## src/rtl/fwx_pkg.sv

```systemverilog
package fwx_pkg;

    localparam logic [15:0] CMD_READY = 16'h10FE;
    localparam logic [15:0] CMD_GO    = 16'h20FE;

    localparam logic [31:0] CODE_LOW  = 32'h5478_4C4F;
    localparam logic [31:0] CODE_HIGH = 32'h5478_4849;
    localparam logic [31:0] CODE_BAD  = 32'h4241_444E;
    localparam logic [31:0] CODE_DONE = 32'h444F_4E45;

    typedef enum logic [1:0] {
        MB_STATUS = 2'd0,
        MB_CFLAG  = 2'd1,
        MB_HFLAG  = 2'd2
    } mb_sel_e;

    typedef enum logic [1:0] {
        RES_NONE    = 2'd0,
        RES_OK      = 2'd1,
        RES_FAIL    = 2'd2,
        RES_TIMEOUT = 2'd3
    } result_e;

    typedef enum logic [4:0] {
        ST_IDLE,
        ST_CMD_READY,
        ST_CLR_STAT,
        ST_CLR_CFLG,
        ST_CLR_HFLG,
        ST_COPY_HDR,
        ST_CMD_GO,
        ST_POLL_CF_SET,
        ST_POLL_LOW,
        ST_CHK_RETRY,
        ST_COPY_LOW,
        ST_SET_HF1,
        ST_POLL_CF_CLR,
        ST_CHK_BAD,
        ST_POLL_HIGH,
        ST_CHK_HIGH,
        ST_COPY_HIGH,
        ST_SET_HF0,
        ST_POLL_CF_NZ,
        ST_CHK_END,
        ST_GAP,
        ST_SETTLE,
        ST_FINAL,
        ST_DONE
    } seq_state_e;

    typedef struct packed {
        logic        req;
        logic        wr;
        mb_sel_e     sel;
        logic [31:0] wdata;
    } mb_op_t;

    // Mailbox access implied by a sequencer state.
    function automatic mb_op_t mb_op_of(seq_state_e s);
        mb_op_t o;
        o.req   = 1'b1;
        o.wr    = 1'b0;
        o.sel   = MB_STATUS;
        o.wdata = 32'd0;
        case (s)
            ST_CLR_STAT: o.wr = 1'b1;
            ST_CLR_CFLG: begin o.wr = 1'b1; o.sel = MB_CFLAG; end
            ST_CLR_HFLG: begin o.wr = 1'b1; o.sel = MB_HFLAG; end
            ST_SET_HF1:  begin o.wr = 1'b1; o.sel = MB_HFLAG; o.wdata = 32'd1; end
            ST_SET_HF0:  begin o.wr = 1'b1; o.sel = MB_HFLAG; end
            ST_POLL_CF_SET, ST_POLL_CF_CLR, ST_POLL_CF_NZ: o.sel = MB_CFLAG;
            ST_POLL_LOW, ST_POLL_HIGH, ST_CHK_RETRY, ST_CHK_BAD,
            ST_CHK_HIGH, ST_CHK_END, ST_FINAL: o.sel = MB_STATUS;
            default: o.req = 1'b0;
        endcase
        return o;
    endfunction

    function automatic logic is_poll(seq_state_e s);
        return (s == ST_POLL_CF_SET) || (s == ST_POLL_LOW) || (s == ST_POLL_CF_CLR) ||
               (s == ST_POLL_HIGH) || (s == ST_POLL_CF_NZ);
    endfunction

    // Condition that ends a polling wait.
    function automatic logic poll_hit(seq_state_e s, logic [31:0] v);
        case (s)
            ST_POLL_CF_SET: return v == 32'd1;
            ST_POLL_LOW:    return v == CODE_LOW;
            ST_POLL_CF_CLR: return v != 32'd1;
            ST_POLL_HIGH:   return v == CODE_HIGH;
            ST_POLL_CF_NZ:  return v != 32'd0;
            default:        return 1'b0;
        endcase
    endfunction

endpackage

```

## src/rtl/fwx_gap_timer.sv

```systemverilog
module fwx_gap_timer #(
    parameter int GW = 16
) (
    input  logic          clk,
    input  logic          rst,
    input  logic          load,
    input  logic [GW-1:0] load_val,
    output logic          zero
);
    logic [GW-1:0] cnt;

    always_ff @(posedge clk) begin
        if (rst)               cnt <= '0;
        else if (load)         cnt <= load_val;
        else if (cnt != '0)    cnt <= cnt - 1'b1;
    end

    assign zero = (cnt == '0);
endmodule

```

## src/rtl/fwx_wait_guard.sv

```systemverilog
module fwx_wait_guard #(
    parameter int TW = 20
) (
    input  logic          clk,
    input  logic          rst,
    input  logic          run,
    input  logic          clear,
    input  logic [TW-1:0] limit,
    output logic          expired
);
    logic [TW-1:0] cnt;

    always_ff @(posedge clk) begin
        if (rst || !run || clear) cnt <= '0;
        else if (cnt < limit)     cnt <= cnt + 1'b1;
    end

    assign expired = run && (cnt >= limit);
endmodule

```

## src/rtl/fwx_src_addr.sv

```systemverilog
module fwx_src_addr #(
    parameter int AW    = 32,
    parameter int LEN_W = 18
) (
    input  logic             clk,
    input  logic             rst,
    input  logic             load,
    input  logic [AW-1:0]    base,
    input  logic             step,
    input  logic [LEN_W-1:0] step_bytes,
    output logic [AW-1:0]    addr
);
    always_ff @(posedge clk) begin
        if (rst)       addr <= '0;
        else if (load) addr <= base;
        else if (step) addr <= addr + AW'(step_bytes);
    end
endmodule

```

## src/rtl/fwx_image_loader.sv

```systemverilog
module fwx_image_loader
    import fwx_pkg::*;
#(
    parameter int AW          = 32,
    parameter int GW          = 16,
    parameter int TW          = 20,
    parameter int HDR_BYTES   = 2048,
    parameter int CHUNK_BYTES = 131072,
    parameter int MAX_RETRY   = 5,
    parameter int LEN_W       = $clog2(CHUNK_BYTES + 1)
) (
    input  logic             clk,
    input  logic             rst,
    input  logic             start,
    input  logic [AW-1:0]    img_base,
    input  logic [GW-1:0]    poll_gap,
    input  logic [GW-1:0]    settle_gap,
    input  logic [TW-1:0]    wait_limit,
    output logic             cmd_req,
    output logic [15:0]      cmd_code,
    input  logic             cmd_ack,
    output logic             mb_req,
    output logic             mb_wr,
    output logic [1:0]       mb_sel,
    output logic [31:0]      mb_wdata,
    input  logic [31:0]      mb_rdata,
    input  logic             mb_ack,
    output logic             cp_req,
    output logic [AW-1:0]    cp_addr,
    output logic [LEN_W-1:0] cp_bytes,
    input  logic             cp_ack,
    output logic             done,
    output logic [1:0]       result,
    output logic             busy
);
    localparam int RW = $clog2(MAX_RETRY + 1);

    seq_state_e    state, state_n, ret, ret_n;
    logic [RW-1:0] retry, retry_n;
    result_e       res, res_n;
    mb_op_t        op;
    logic          tmr_load, tmr_zero;
    logic [GW-1:0] tmr_val;
    logic          in_wait, wd_clear, wd_expired;
    logic          accept;

    assign op       = mb_op_of(state);
    assign in_wait  = is_poll(state) || (state == ST_GAP);
    assign wd_clear = is_poll(state) && mb_ack && poll_hit(state, mb_rdata);
    assign accept   = (state == ST_IDLE) && start;

    fwx_gap_timer #(.GW(GW)) u_gap (
        .clk(clk), .rst(rst), .load(tmr_load), .load_val(tmr_val), .zero(tmr_zero)
    );

    fwx_wait_guard #(.TW(TW)) u_guard (
        .clk(clk), .rst(rst), .run(in_wait), .clear(wd_clear),
        .limit(wait_limit), .expired(wd_expired)
    );

    fwx_src_addr #(.AW(AW), .LEN_W(LEN_W)) u_addr (
        .clk(clk), .rst(rst), .load(accept), .base(img_base),
        .step(cp_req && cp_ack), .step_bytes(cp_bytes), .addr(cp_addr)
    );

    always_comb begin
        state_n  = state;
        ret_n    = ret;
        retry_n  = retry;
        res_n    = res;
        tmr_load = 1'b0;
        tmr_val  = '0;
        case (state)
            ST_IDLE: if (start) begin
                state_n = ST_CMD_READY;
                retry_n = '0;
                res_n   = RES_NONE;
            end
            ST_CMD_READY: if (cmd_ack) state_n = ST_CLR_STAT;
            ST_CLR_STAT:  if (mb_ack)  state_n = ST_CLR_CFLG;
            ST_CLR_CFLG:  if (mb_ack)  state_n = ST_CLR_HFLG;
            ST_CLR_HFLG:  if (mb_ack)  state_n = ST_COPY_HDR;
            ST_COPY_HDR:  if (cp_ack)  state_n = ST_CMD_GO;
            ST_CMD_GO:    if (cmd_ack) state_n = ST_POLL_CF_SET;
            ST_POLL_CF_SET, ST_POLL_LOW, ST_POLL_CF_CLR, ST_POLL_HIGH, ST_POLL_CF_NZ: begin
                if (wd_expired) begin
                    state_n = ST_DONE;
                    res_n   = RES_TIMEOUT;
                end else if (mb_ack) begin
                    if (poll_hit(state, mb_rdata)) begin
                        case (state)
                            ST_POLL_CF_SET: state_n = ST_POLL_LOW;
                            ST_POLL_LOW: begin
                                state_n  = ST_SETTLE;
                                ret_n    = ST_CHK_RETRY;
                                tmr_load = 1'b1;
                                tmr_val  = settle_gap;
                            end
                            ST_POLL_CF_CLR: state_n = ST_CHK_BAD;
                            ST_POLL_HIGH: begin
                                state_n  = ST_SETTLE;
                                ret_n    = ST_CHK_HIGH;
                                tmr_load = 1'b1;
                                tmr_val  = settle_gap;
                            end
                            default: state_n = ST_CHK_END;
                        endcase
                    end else begin
                        state_n  = ST_GAP;
                        ret_n    = state;
                        tmr_load = 1'b1;
                        tmr_val  = poll_gap;
                    end
                end
            end
            ST_GAP: begin
                if (wd_expired) begin
                    state_n = ST_DONE;
                    res_n   = RES_TIMEOUT;
                end else if (tmr_zero) begin
                    state_n = ret;
                end
            end
            ST_SETTLE: if (tmr_zero) state_n = ret;
            ST_CHK_RETRY: if (mb_ack)
                state_n = (mb_rdata == CODE_LOW) ? ST_COPY_LOW : ST_FINAL;
            ST_COPY_LOW:  if (cp_ack) state_n = ST_SET_HF1;
            ST_SET_HF1:   if (mb_ack) state_n = ST_POLL_CF_CLR;
            ST_CHK_BAD:   if (mb_ack)
                state_n = (mb_rdata == CODE_BAD) ? ST_FINAL : ST_POLL_HIGH;
            ST_CHK_HIGH:  if (mb_ack)
                state_n = (mb_rdata == CODE_HIGH) ? ST_COPY_HIGH : ST_FINAL;
            ST_COPY_HIGH: if (cp_ack) state_n = ST_SET_HF0;
            ST_SET_HF0:   if (mb_ack) state_n = ST_POLL_CF_NZ;
            ST_CHK_END: if (mb_ack) begin
                if (mb_rdata == CODE_LOW && retry < RW'(MAX_RETRY)) begin
                    retry_n = retry + 1'b1;
                    state_n = ST_CHK_RETRY;
                end else begin
                    state_n = ST_FINAL;
                end
            end
            ST_FINAL: if (mb_ack) begin
                res_n   = (mb_rdata == CODE_DONE) ? RES_OK : RES_FAIL;
                state_n = ST_DONE;
            end
            default: state_n = ST_IDLE;
        endcase
    end

    always_ff @(posedge clk) begin
        if (rst) begin
            state <= ST_IDLE;
            ret   <= ST_IDLE;
            retry <= '0;
            res   <= RES_NONE;
        end else begin
            state <= state_n;
            ret   <= ret_n;
            retry <= retry_n;
            res   <= res_n;
        end
    end

    assign cmd_req  = (state == ST_CMD_READY) || (state == ST_CMD_GO);
    assign cmd_code = (state == ST_CMD_READY) ? CMD_READY : CMD_GO;
    assign mb_req   = op.req;
    assign mb_wr    = op.wr;
    assign mb_sel   = op.sel;
    assign mb_wdata = op.wdata;
    assign cp_req   = (state == ST_COPY_HDR) || (state == ST_COPY_LOW) || (state == ST_COPY_HIGH);
    assign cp_bytes = (state == ST_COPY_HDR) ? LEN_W'(HDR_BYTES) : LEN_W'(CHUNK_BYTES);
    assign done     = (state == ST_DONE);
    assign result   = res;
    assign busy     = (state != ST_IDLE);

    // ports are exclusive and requests hold until acknowledged
    a_r11_one_req: assert property (@(posedge clk) disable iff (rst)
        $onehot0({cmd_req, mb_req, cp_req}));
    a_r11_cp_hold: assert property (@(posedge clk) disable iff (rst)
        (cp_req && !cp_ack) |=> (cp_req && $stable(cp_addr) && $stable(cp_bytes)));
    a_r11_mb_hold: assert property (@(posedge clk) disable iff (rst)
        (mb_req && !mb_ack && !(in_wait && wd_expired)) |=>
            (mb_req && $stable(mb_sel) && $stable(mb_wr) && $stable(mb_wdata)));
    // poll gap is not cut short
    a_r3_gap_hold: assert property (@(posedge clk) disable iff (rst)
        (state == ST_GAP && !tmr_zero && !wd_expired) |=> (state == ST_GAP));
    // settle delay is not cut short
    a_r2_settle_hold: assert property (@(posedge clk) disable iff (rst)
        (state == ST_SETTLE && !tmr_zero) |=> (state == ST_SETTLE && !mb_req));
    // bad-storage status leads to the final read
    a_r6_bad_abort: assert property (@(posedge clk) disable iff (rst)
        (state == ST_CHK_BAD && mb_ack && mb_rdata == CODE_BAD) |=> (state == ST_FINAL));
    // pass count bounded
    a_r7_retry_bound: assert property (@(posedge clk) disable iff (rst)
        retry <= RW'(MAX_RETRY));
    // done is a single pulse carrying a result
    a_r8_done_pulse: assert property (@(posedge clk) disable iff (rst)
        done |=> !done);
    a_r8_done_result: assert property (@(posedge clk) disable iff (rst)
        done |-> (result != RES_NONE));
    // expiry ends the run with timeout
    a_r9_timeout: assert property (@(posedge clk) disable iff (rst)
        (in_wait && wd_expired) |=> (done && result == RES_TIMEOUT));
    // start during a run leaves the copy address alone
    a_r10_busy_start: assert property (@(posedge clk) disable iff (rst)
        (busy && start && !(cp_req && cp_ack)) |=> $stable(cp_addr));

endmodule

```

## config.mk

```make
export PLATFORM = sky130hd
export DESIGN_NAME = fwx_image_loader
export DESIGN_NICKNAME = d
export VERILOG_FILES = /design/src/rtl/fwx_pkg.sv /design/src/rtl/fwx_gap_timer.sv /design/src/rtl/fwx_wait_guard.sv /design/src/rtl/fwx_src_addr.sv /design/src/rtl/fwx_image_loader.sv
export SDC_FILE = /design/constraint.sdc
export NUM_CORES = 1
export LEC_CHECK = 0
export CAP_MARGIN = 20
export CORE_AREA = 3 3 137 113
export CTS_CLUSTER_SIZE = 24
export DETAILED_ROUTE_END_ITERATION = 8
export DIE_AREA = 0 0 140 116
export PLACE_DENSITY = 0.8
export SYNTH_ARGS = -nofsm -noshare
export SYNTH_HDL_FRONTEND = slang
export SYNTH_SLANG_ARGS = --single-unit
```

## constraint.sdc

```tcl
create_clock -name clk -period 3.59 [get_ports clk]
set_input_delay 0.5385 -clock clk [delete_from_list [all_inputs] [get_ports clk]]
set_output_delay 0.5385 -clock clk [all_outputs]
set_load 0.01 [all_outputs]
```

==> results.md <==
* Fin util at roughly 60%
* # resized after CTS at 0
* Peak VDD IR at roughly 0.34 mV
* Leak at roughly 0.0033 uW
* Period utilisation layout at between 80% and 90%
* Max Freq at ~320 MHz
* Post-synth EDFFs at 0
* Register area share after synthesis at about 26%
* Worst Setup SP: wait_limit[19]
* Mean Syn Cell Area at 7.86 um^2
* Worst EP required at between 3 and 4 ns
* Count leader, synth: nor2_1
* Vias at roughly 6400
* Yosys reg bits at 83
* Crit path max fanout at 33
* Die width at 140 um
* Layout cell share with drive strength beyond 1 at 8.72%
* Clock root cell: clkbuf_16
* Antenna violations before repair at 0
* Synth Flop Type: dfxtp_1
* # rows at 39
* Number of nets in the layout at about 1100
* Area contributors post-synth: dfxtp_1, buf_4, nor2_1
* CTS max path bufs at 2
* HP Class: reg2reg
* CP arrival at ~3.4 ns
* Synthesized cell area at 0.00646 mm^2
* Slew @ Worst Pin at approximately 0.76 ns
* Non-Filler Instances at about 1200
* Hold WS at around 0.45 ns
* IO Pins at 230
* Final hold violations at 0
* # port buffers at between 150 and 200
* Detailed placer's ending HPWL at 13.7 mm
* Final ANT Viol Nets at 0
* Status: complete, no violations
* Post-synthesis cell count at a little over 800
* Synth area leader: dfxtp_1
* Die height at ~120 um
* First-pass GRT wire length at ~29 mm
* # hold bufs at CTS at 0
* Final setup violation count at 0
* Final GP Congestion at 0.978
* Yosys warns at 0
* Netlist cell types at 85
* Reg area at approximately 0.0017 mm^2
* Vias per std cell at 5.43
* Global route overflow at 0
* TritonCTS clock tree: built
* Worst r2r src: state[1]
* Max_slew headroom at about half
* Cells after DPL at between 1000 and 1500
* P&R area growth vs syn at 30.4%
* Drt wl/cell at 15.4 um
* Die ar. at roughly 0.016 mm^2
* H-tree Lvls at 3
* DRC viols at 0
* Clk Latency, worst-skew pair at between 0.3 and 0.4 ns
* RSZ-0062 raised after global routing: no
* MaxCap Viol Count at 0
* CP startpoint kind: input port
* Total Routing Usage GR at between 20% and 30%
* Hold path startpoint: u_addr.addr[3]
* Core area at 0.0142 mm^2
* Starting Density at 45.7%
* # fillers at about 1300
* WL final at around 18 mm
* Asr flop ratio synth at 0%
* Largest net degree at the start of global routing at 52
* Max Clock Skew at about 0.010 ns
* Postcts setup bufs at 0
* Starting DRT DRC Count at between 600 and 700
* Critical Path End Type: flop
* Tmin final at just over 3 ns
* Diode count at 0
* List of most frequent post-synthesis cells: nor2_1, dfxtp_1, nand2_1, buf_4, a21oi_1
* Vias in the first global route at between 5000 and 6000
* Top cell type's share of synthesized area at 25.7%
* Drt pass-1 iters at 6
* Pins Over Slew Limit at 0
* Reg clk slew, reported paths at approximately 0.06 ns
* Fin Setup TNS at 0 ns
* Multi-input gate area at 0.00422 mm^2
* Crit Path Class: in2reg
* Power density over cell area at around 450 mW/mm^2
* TritonCTS buffer count at 9
* Clock Sink Count at 83
-- per-stage QoR --
stage / instance area [um^2] / power, uW / setup WS (ns)
after floorplan: 6680 / 2290 / 0.752
after global placement: 8130 / 2840 / 0.220
after detailed placement: 8130 / 2860 / 0.159
after CTS: 8430 / 3790 / 0.508
after global routing: 8430 / 4020 / 0.376
final: 8430 / 3780 / 0.502
-- flip-flops by register name (all words and copies together) (netlist names) --
| signal | cells |
|---|---|
| u_addr.addr | 32 |
| u_guard.cnt | 20 |
| u_gap.cnt | 16 |
| ret | 5 |
| state | 5 |
| retry | 3 |
| result | 2 |
-- cell usage in the layout, fill, tap and decap left out, types with 4 or more instances in the layout --
| cell type | instances |
|---|---|
| nor2_1 | 87 |
| ha_1 | 26 |
| and4_1 | 6 |
| or4_1 | 8 |
| nand3_1 | 30 |
| mux2i_1 | 10 |
| a211oi_2 | 15 |
| o2bb2ai_1 | 5 |
| conb_1 | 61 |
| o211ai_1 | 4 |
| nor2b_1 | 15 |
| clkdlybuf4s50_1 | 167 |
| a21o_1 | 7 |
| nand2b_1 | 7 |
| xnor2_1 | 30 |
| inv_1 | 35 |
| clkbuf_16 | 9 |
| a22oi_1 | 9 |
| a21oi_1 | 37 |
| or3_1 | 11 |
| a311oi_1 | 6 |
| and3_1 | 19 |
| o21ai_1 | 11 |
| nand2_1 | 68 |
| o21a_1 | 4 |
| dfxtp_1 | 83 |
| buf_4 | 24 |
| nand4_1 | 17 |
| nor3_2 | 4 |
| nor3_1 | 26 |
| xor2_1 | 17 |
| nor3b_1 | 4 |
| a211oi_1 | 15 |
| nand4b_1 | 5 |
| o21ai_0 | 23 |
| nor4_1 | 10 |
-- path summary, 6_finish.rpt --
check,to,slack [ns],depth (start not counted)
max,u_gap.cnt[12],0.50,11
min,u_addr.addr[3],0.45,2
max reg2reg,u_addr.addr[29],0.63,11
min reg2reg,u_addr.addr[3],0.45,2
-- worst max-delay path: stages --
cell and delay (ns):
clkdlybuf4s50_1 0.46, inv_1 0.04, ha_1 0.34, nand4_2 0.15
nor3_1 0.10, a221oi_4 0.40, nand3_4 0.12, or4b_1 0.57
buf_12 0.20, or2_4 0.27, o21ai_1 0.14
-- layer usage --
| layer | wire, um | global-route usage (%) |
|---|---|---|
| met5 | 0 | 0 |
| met4 | 199 | 4.00 |
| met3 | 1310 | 5.40 |
| met1 | 8490 | 29.5 |
| met2 | 7970 | 33.1 |
-- power breakdown --
part | leakage (uW) | total, uW | internal [uW] | switching (uW)
clock network | 0.000141 | 912 | 529 | 383
logic | 0.00250 | 1620 | 794 | 829
registers | 0.000678 | 1240 | 1080 | 162
-- area by class of cell --
class	count	share of cell area, %
Clock inverter	4	0.386
Clock buffer	12	3.16
Tap cell	184	2.73
Timing Repair Buffer	193	22.3
Sequential cell	83	19.7
Multi-Input combinational cell	658	50.1
Inverter	36	1.60
-- kinds of logic (layout without fill, tap and decap cells) --
family	count (synthesis)	after routing	share of synthesized area, %
flip-flops	83	83	25.7
buffers and inverters	140	245	12.4
other	2	61	0.116
AO/OA/AOI/OAI	170	170	19.8
AND/OR/NAND/NOR	343	343	28.8
adder cells (fa/ha/maj)	26	26	5.03
multiplexers	11	11	1.72
XOR/XNOR	47	47	6.37
Power figures use the tool's default switching activity.
